===== src/rtl/thermal_guard_pkg.sv =====
package thermal_guard_pkg;
  typedef enum int unsigned {
    SNS_INLET  = 0,
    SNS_SWITCH = 1,
    SNS_OUTLET = 2,
    SNS_AUXHS  = 3
  } sensor_id_e;

  localparam int unsigned DEF_NSENS = 4;
  localparam int unsigned DEF_TW    = 10;
  localparam int unsigned DEF_HYST  = 4;  // 2 degC at 0.5 degC per count
endpackage


===== src/rtl/thermal_guard_cmp.sv =====
module thermal_guard_cmp #(
  parameter int unsigned TW   = 10,
  parameter int unsigned WARN = 125,
  parameter int unsigned SHUT = 140,
  parameter int unsigned HYST = 4
) (
  input  logic          clk,
  input  logic          rst,
  input  logic          valid_i,
  input  logic [TW-1:0] temp_i,
  output logic          warn_o,
  output logic          shut_hit_o
);
  localparam logic [TW-1:0] WARN_L = TW'(WARN);
  localparam logic [TW-1:0] SHUT_L = TW'(SHUT);
  localparam logic [TW-1:0] CLR_L  = (WARN >= HYST) ? TW'(WARN - HYST) : '0;

  logic flag_q;

  always_ff @(posedge clk) begin
    if (rst) begin
      flag_q <= 1'b0;
    end else if (valid_i) begin
      if (temp_i >= WARN_L)     flag_q <= 1'b1;
      else if (temp_i <= CLR_L) flag_q <= 1'b0;
    end
  end

  assign warn_o     = flag_q;
  assign shut_hit_o = valid_i && (temp_i >= SHUT_L);

  assert_warn_set_R2: assert property (@(posedge clk) disable iff (rst)
    (valid_i && temp_i >= WARN_L) |=> warn_o);
  assert_band_hold_R3: assert property (@(posedge clk) disable iff (rst)
    (valid_i && warn_o && temp_i > CLR_L && temp_i < WARN_L) |=> warn_o);
  assert_idle_hold_R4: assert property (@(posedge clk) disable iff (rst)
    !valid_i |=> $stable(warn_o));
endmodule


===== src/rtl/thermal_guard_rail.sv =====
module thermal_guard_rail #(
  parameter int unsigned       NSENS    = 4,
  parameter logic [NSENS-1:0]  STBY_MAP = 4'b1000
) (
  input  logic             clk,
  input  logic             rst,
  input  logic [NSENS-1:0] hit_i,
  input  logic             clr_i,
  output logic             shut_main_o,
  output logic             shut_sby_o
);
  logic hit_main, hit_sby;
  logic main_q, sby_q;

  assign hit_main = |(hit_i & ~STBY_MAP);
  assign hit_sby  = |(hit_i & STBY_MAP);

  always_ff @(posedge clk) begin
    if (rst) begin
      main_q <= 1'b0;
      sby_q  <= 1'b0;
    end else begin
      main_q <= hit_main | (main_q & ~clr_i);
      sby_q  <= hit_sby  | (sby_q  & ~clr_i);
    end
  end

  assign shut_main_o = main_q;
  assign shut_sby_o  = sby_q;

  assert_main_hold_R9: assert property (@(posedge clk) disable iff (rst)
    (shut_main_o && !clr_i) |=> shut_main_o);
  assert_main_clear_R9: assert property (@(posedge clk) disable iff (rst)
    (clr_i && !hit_main) |=> !shut_main_o);
  assert_sby_hold_R8: assert property (@(posedge clk) disable iff (rst)
    (shut_sby_o && !clr_i) |=> shut_sby_o);
endmodule


===== src/rtl/thermal_guard_seq.sv =====
module thermal_guard_seq #(
  parameter int unsigned NSENS = 4
) (
  input  logic             clk,
  input  logic             rst,
  input  logic [NSENS-1:0] warn_vec_i,
  input  logic             shut_main_i,
  input  logic             shut_sby_i,
  output logic             fan_max_o,
  output logic             warn_o,
  output logic             alert_n_o
);
  logic any_evt;
  logic fan_q, warn_q, alert_n_q;

  assign any_evt = (|warn_vec_i) | shut_main_i | shut_sby_i;

  always_ff @(posedge clk) begin
    if (rst) begin
      fan_q     <= 1'b0;
      warn_q    <= 1'b0;
      alert_n_q <= 1'b1;
    end else begin
      fan_q     <= any_evt;
      warn_q    <= |warn_vec_i;
      alert_n_q <= ~(any_evt & fan_q);
    end
  end

  assign fan_max_o = fan_q;
  assign warn_o    = warn_q;
  assign alert_n_o = alert_n_q;

  assert_fan_follows_R5: assert property (@(posedge clk) disable iff (rst)
    any_evt |=> fan_max_o);
  assert_alert_needs_fan_R6: assert property (@(posedge clk) disable iff (rst)
    !alert_n_o |-> fan_max_o);
  assert_alert_after_fan_R6: assert property (@(posedge clk) disable iff (rst)
    $fell(alert_n_o) |-> $past(fan_max_o));
endmodule


===== src/rtl/thermal_guard.sv =====
module thermal_guard
  import thermal_guard_pkg::*;
#(
  parameter int unsigned            NSENS    = DEF_NSENS,
  parameter int unsigned            TW       = DEF_TW,
  parameter int unsigned            HYST     = DEF_HYST,
  parameter logic [NSENS*TW-1:0]    WARN_THR = {10'd200, 10'd150, 10'd220, 10'd125},
  parameter logic [NSENS*TW-1:0]    SHUT_THR = {10'd230, 10'd170, 10'd250, 10'd140},
  parameter logic [NSENS-1:0]       STBY_MAP = NSENS'(1) << SNS_AUXHS
) (
  input  logic                clk,
  input  logic                rst,
  input  logic                valid_i,
  input  logic [NSENS*TW-1:0] temps_i,
  input  logic                clr_i,
  output logic                fan_max_o,
  output logic                warn_o,
  output logic                shut_main_o,
  output logic                shut_sby_o,
  output logic                alert_n_o
);
  logic [NSENS-1:0] warn_vec;
  logic [NSENS-1:0] hit_vec;

  for (genvar g = 0; g < NSENS; g++) begin : g_sens
    thermal_guard_cmp #(
      .TW  (TW),
      .WARN(int'(WARN_THR[g*TW +: TW])),
      .SHUT(int'(SHUT_THR[g*TW +: TW])),
      .HYST(HYST)
    ) u_cmp (
      .clk       (clk),
      .rst       (rst),
      .valid_i   (valid_i),
      .temp_i    (temps_i[g*TW +: TW]),
      .warn_o    (warn_vec[g]),
      .shut_hit_o(hit_vec[g])
    );
  end

  thermal_guard_rail #(.NSENS(NSENS), .STBY_MAP(STBY_MAP)) u_rail (
    .clk        (clk),
    .rst        (rst),
    .hit_i      (hit_vec),
    .clr_i      (clr_i),
    .shut_main_o(shut_main_o),
    .shut_sby_o (shut_sby_o)
  );

  thermal_guard_seq #(.NSENS(NSENS)) u_seq (
    .clk        (clk),
    .rst        (rst),
    .warn_vec_i (warn_vec),
    .shut_main_i(shut_main_o),
    .shut_sby_i (shut_sby_o),
    .fan_max_o  (fan_max_o),
    .warn_o     (warn_o),
    .alert_n_o  (alert_n_o)
  );

  assert_warn_clr_indep_R10: assert property (@(posedge clk) disable iff (rst)
    (clr_i && !valid_i) |=> $stable(warn_vec));
endmodule


===== config.mk =====
export PLATFORM = sky130hd
export DESIGN_NAME = thermal_guard
export DESIGN_NICKNAME = d
export VERILOG_FILES = /design/src/rtl/thermal_guard_pkg.sv /design/src/rtl/thermal_guard_cmp.sv /design/src/rtl/thermal_guard_rail.sv /design/src/rtl/thermal_guard_seq.sv /design/src/rtl/thermal_guard.sv
export SDC_FILE = /design/constraint.sdc
export NUM_CORES = 1
export LEC_CHECK = 0
export BUFFER_PORTS_ARGS = -buffer_cell sky130_fd_sc_hd__buf_2
export CAP_MARGIN = 20
export CORE_MARGIN = 10
export CORE_UTILIZATION = 30
export CTS_CLUSTER_SIZE = 20
export DETAILED_ROUTE_END_ITERATION = 12
export GPL_ROUTABILITY_DRIVEN = 0
export GPL_TIMING_DRIVEN = 0
export PLACE_DENSITY = 0.73
export SETUP_SLACK_MARGIN = 0.2
export SYNTH_ARGS = -nofsm -noshare
export SYNTH_HDL_FRONTEND = slang
export SYNTH_SLANG_ARGS = --single-unit

===== constraint.sdc =====
create_clock -name clk -period 0.9 [get_ports clk]
set_input_delay 0.09 -clock clk [delete_from_list [all_inputs] [get_ports clk]]
set_output_delay 0.09 -clock clk [all_outputs]
set_load 0.01 [all_outputs]

==> out/qor.csv <==
stage,metric,value,unit
die,dieArea,3650,um2
synthesis,syn_nets,109,
status,status,"complete, no violations",
finish,num-fill-cells,155,
synthesis,seq_area_frac_synth,36.8,%
sta,relSlewSlack,76.4,%
global_routing,grt_usage,10.4,%
synthesis,ys_types,24,
clocking,clock-root-buffer,clkbuf_4,
global_routing,grt_start_max_net_pins,9,
synthesis,avgSynthCellArea,7.53,um2
die,pin_count,49,
sta,tightest_slew,0.354,ns
route,dr.pass1.iters,4,
die,core_area,1520,um2
finish,drive_gt1_share,55.2,%
hold_path,hp-class,in -> reg,
route,drt-total-wl,1870,um
setup_path,worstReg2RegStart,u_rail.shut_main_o$_SDFF_PP0_,
setup_path,cp-end-kind,flip-flop,
global_routing,grt_overflow,0,
setup_path,startpoint_type,flip-flop,
setup_path,crit_required,1.02,ns
setup_path,path_class,reg -> reg,
sta,hold_viol,0,
clocking,ctsHtreeMaxLevel,1,
sta,timing.final.crit_share,99.9,%
global_routing,grt_pass1_wl,3070,um
route,wl_per_cell,14.2,um
synthesis,syn_inst,65,
global_routing,antenna_found_initial,0,
setup_path,rrSetupSlack,0.0009,ns
finish,area_growth,72.9,%
sta,rsz0062_at_grt,true,
power,ir_drop,0.502,mV
sta,hold_ws,0.0935,ns
sta,fin_crit,0.899,ns
finish,layout_common_cells,"44 x buf_2, 11 x nor2_1, 6 x o21ai_0, 6 x a21oi_1, 5 x dfxtp_2",
hold_path,whs_path_depth,2,
clocking,cts_tree,done,
synthesis,synth-seq-cells,9,
route,ant_nets,0,
setup_path,worstRegToRegCells,4,
die,die_w,60.4,um
synthesis,syn_area,489,um2
route,drc,0,
hold_path,holdCritStartpoint,valid_i,
setup_path,rr_endpoint,u_rail.shut_main_o$_SDFF_PP0_,
sta,setup_violations,0,
setup_path,worst-path-max-fanout,3,
power,power.density,1230,nW/um2
flow_run,maxCapViolCount,0,
route,vias_per_cell,5.27,
sta,drv_slew,0,
finish,fin_nets,161,
synthesis,yosysWarningCount,0,
finish,final_common_cell,buf_2,
power,p_leak,0.384,nW
clocking,clkLatencyLatePin,0.26,ns
die,die_h,60.4,um
power,power,1.04,mW
sta,finalClockSkew,0.00740,ns
sta,clock.fmax,1.11,GHz
setup_path,crit_arrival,1.02,ns
clocking,holdBufCountCts,0,
clocking,cts.sinks,9,
route,num_vias,695,
clocking,numCtsBuffers,3,
die,start_util,32.1,%
global_routing,first_global_vias,759,
route,drtIter0Drc,9,
placement,io_buffers,46,
die,rows,14,
hold_path,hold_end,g_sens[0].u_cmp.warn_o$_SDFFE_PP0P_,
clocking,clock_path_buffers,2,
clocking,clk_pin_slew,0.06,ns
finish,antennaDiodeCount,0,
[where the power goes]
group / leakage, nW / switching (mW) / internal, mW
sequential: 0.0762 / 0.0276 / 0.435
clock: 0.0150 / 0.135 / 0.170
combinational: 0.293 / 0.124 / 0.149
[cells by family after synthesis]
group,count (synthesis),share of synthesized area (%)
AOI/OAI and AO/OA,29,38.1
and+or+nand+nor,22,21.0
DFF,9,36.8
buffers and inverters,5,4.09
[state kept, by name, indices dropped and copies added (netlist names)]
register and cells:
u_seq.alert_n_o 1, g_sens.u_cmp.warn_o 4, u_seq.warn_o 1, u_seq.fan_max_o 1, u_rail.shut_main_o 1, u_rail.shut_sby_o 1
[worst max-delay path by stage]
| stage | startpoint | end | slack (ns) |
|---|---|---|---|
| 2_1_floorplan | temps_i[2] | u_rail.shut_main_o$_SDFF_PP0_ | 0.03 |
| 3_3_place_gp | temps_i[2] | u_rail.shut_main_o$_SDFF_PP0_ | -0.14 |
| 3_5_place_dp | temps_i[2] | u_rail.shut_main_o$_SDFF_PP0_ | -0.14 |
| 4_1_cts | u_rail.shut_main_o$_SDFF_PP0_ | u_rail.shut_main_o$_SDFF_PP0_ | -0.002 |
| 5_1_grt | g_sens[2].u_cmp.warn_o$_SDFFE_PP0P_ | u_seq.fan_max_o$_SDFF_PP0_ | -0.05 |
| 6_report | u_rail.shut_main_o$_SDFF_PP0_ | u_rail.shut_main_o$_SDFF_PP0_ | 0.0009 |
[timing repair]
item / 4_1_cts / 5_1_grt
cloned: 0 / 0
pin swaps: 4 / 2
gates resized for setup: 9 / 3
endpoints found under the setup margin: 12 / 13
setup buffers: 1 / 0
[area by class of cell]
| class | instances | area, um2 | area share (%) |
|---|---|---|---|
| multi-input combinational | 51 | 334 | 39.5 |
| inverter | 3 | 11.3 | 1.33 |
| buffer | 2 | 17.5 | 2.07 |
| sequential | 9 | 186 | 22.0 |
| clock buffer | 4 | 26.3 | 3.11 |
| timing repair buffer | 47 | 250 | 29.6 |
| tap | 16 | 20.0 | 2.37 |
[worst max-delay path: stages (launching register included)]
cell and delay (ns):
dfxtp_2 0.33, nand2b_1 0.09, o2111ai_1 0.13, a211oi_2 0.17, a211oi_1 0.06
[layer usage]
layer | share of wire (%) | vias up | track usage, % | wire length [um]
met5 | 0 | - | 0 | 0
met4 | 0 | 0 | 4.49 | 0
met3 | 10 | 0 | 4.59 | 196
met2 | 48 | 34 | 16.9 | 906
met1 | 41 | 304 | 11.6 | 768
li1 | - | 357 | - | -
[synth_stat cells]
library cell	instances	share of area, %
a2111o_1	1	2.3
a211oi_1	3	4.6
a21oi_1	8	8.2
a22oi_1	1	1.5
a311oi_1	2	3.6
a31oi_1	2	2.6
and4_1	1	1.8
clkbuf_1	1	0.77
clkbuf_2	1	1.0
dfxtp_1	9	37
inv_1	3	2.3
nand2_1	2	1.5
nand2b_1	1	1.3
nand3_1	1	1.0
nand4_1	1	1.3
nor2_1	12	9.2
nor2b_1	1	1.3
nor3_1	1	1.0
nor4_1	2	2.6
o2111ai_1	2	3.6
o211ai_1	1	1.5
o21ai_0	7	7.2
o22ai_1	1	1.3
o311ai_0	1	1.8
[metrics by stage]
| step | instance area (um2) | setup WS [ns] | TNS, ns | util, % | instances |
|---|---|---|---|---|---|
| 2_1_floorplan | 510 | 0.0273 | 0 | - | 65 |
| 3_3_place_gp | 761 | -0.145 | -0.148 | 49.9 | 127 |
| 3_5_place_dp | 761 | -0.142 | -0.168 | 49.9 | 127 |
| 4_1_cts | 832 | -0.00157 | -0.00157 | 54.6 | 132 |
| 5_1_grt | 846 | -0.0549 | -0.194 | 55.5 | 132 |
| 6_report | 846 | 0.000936 | 0 | 55.5 | 132 |
Note: power is estimated with default switching activity, not from simulation.
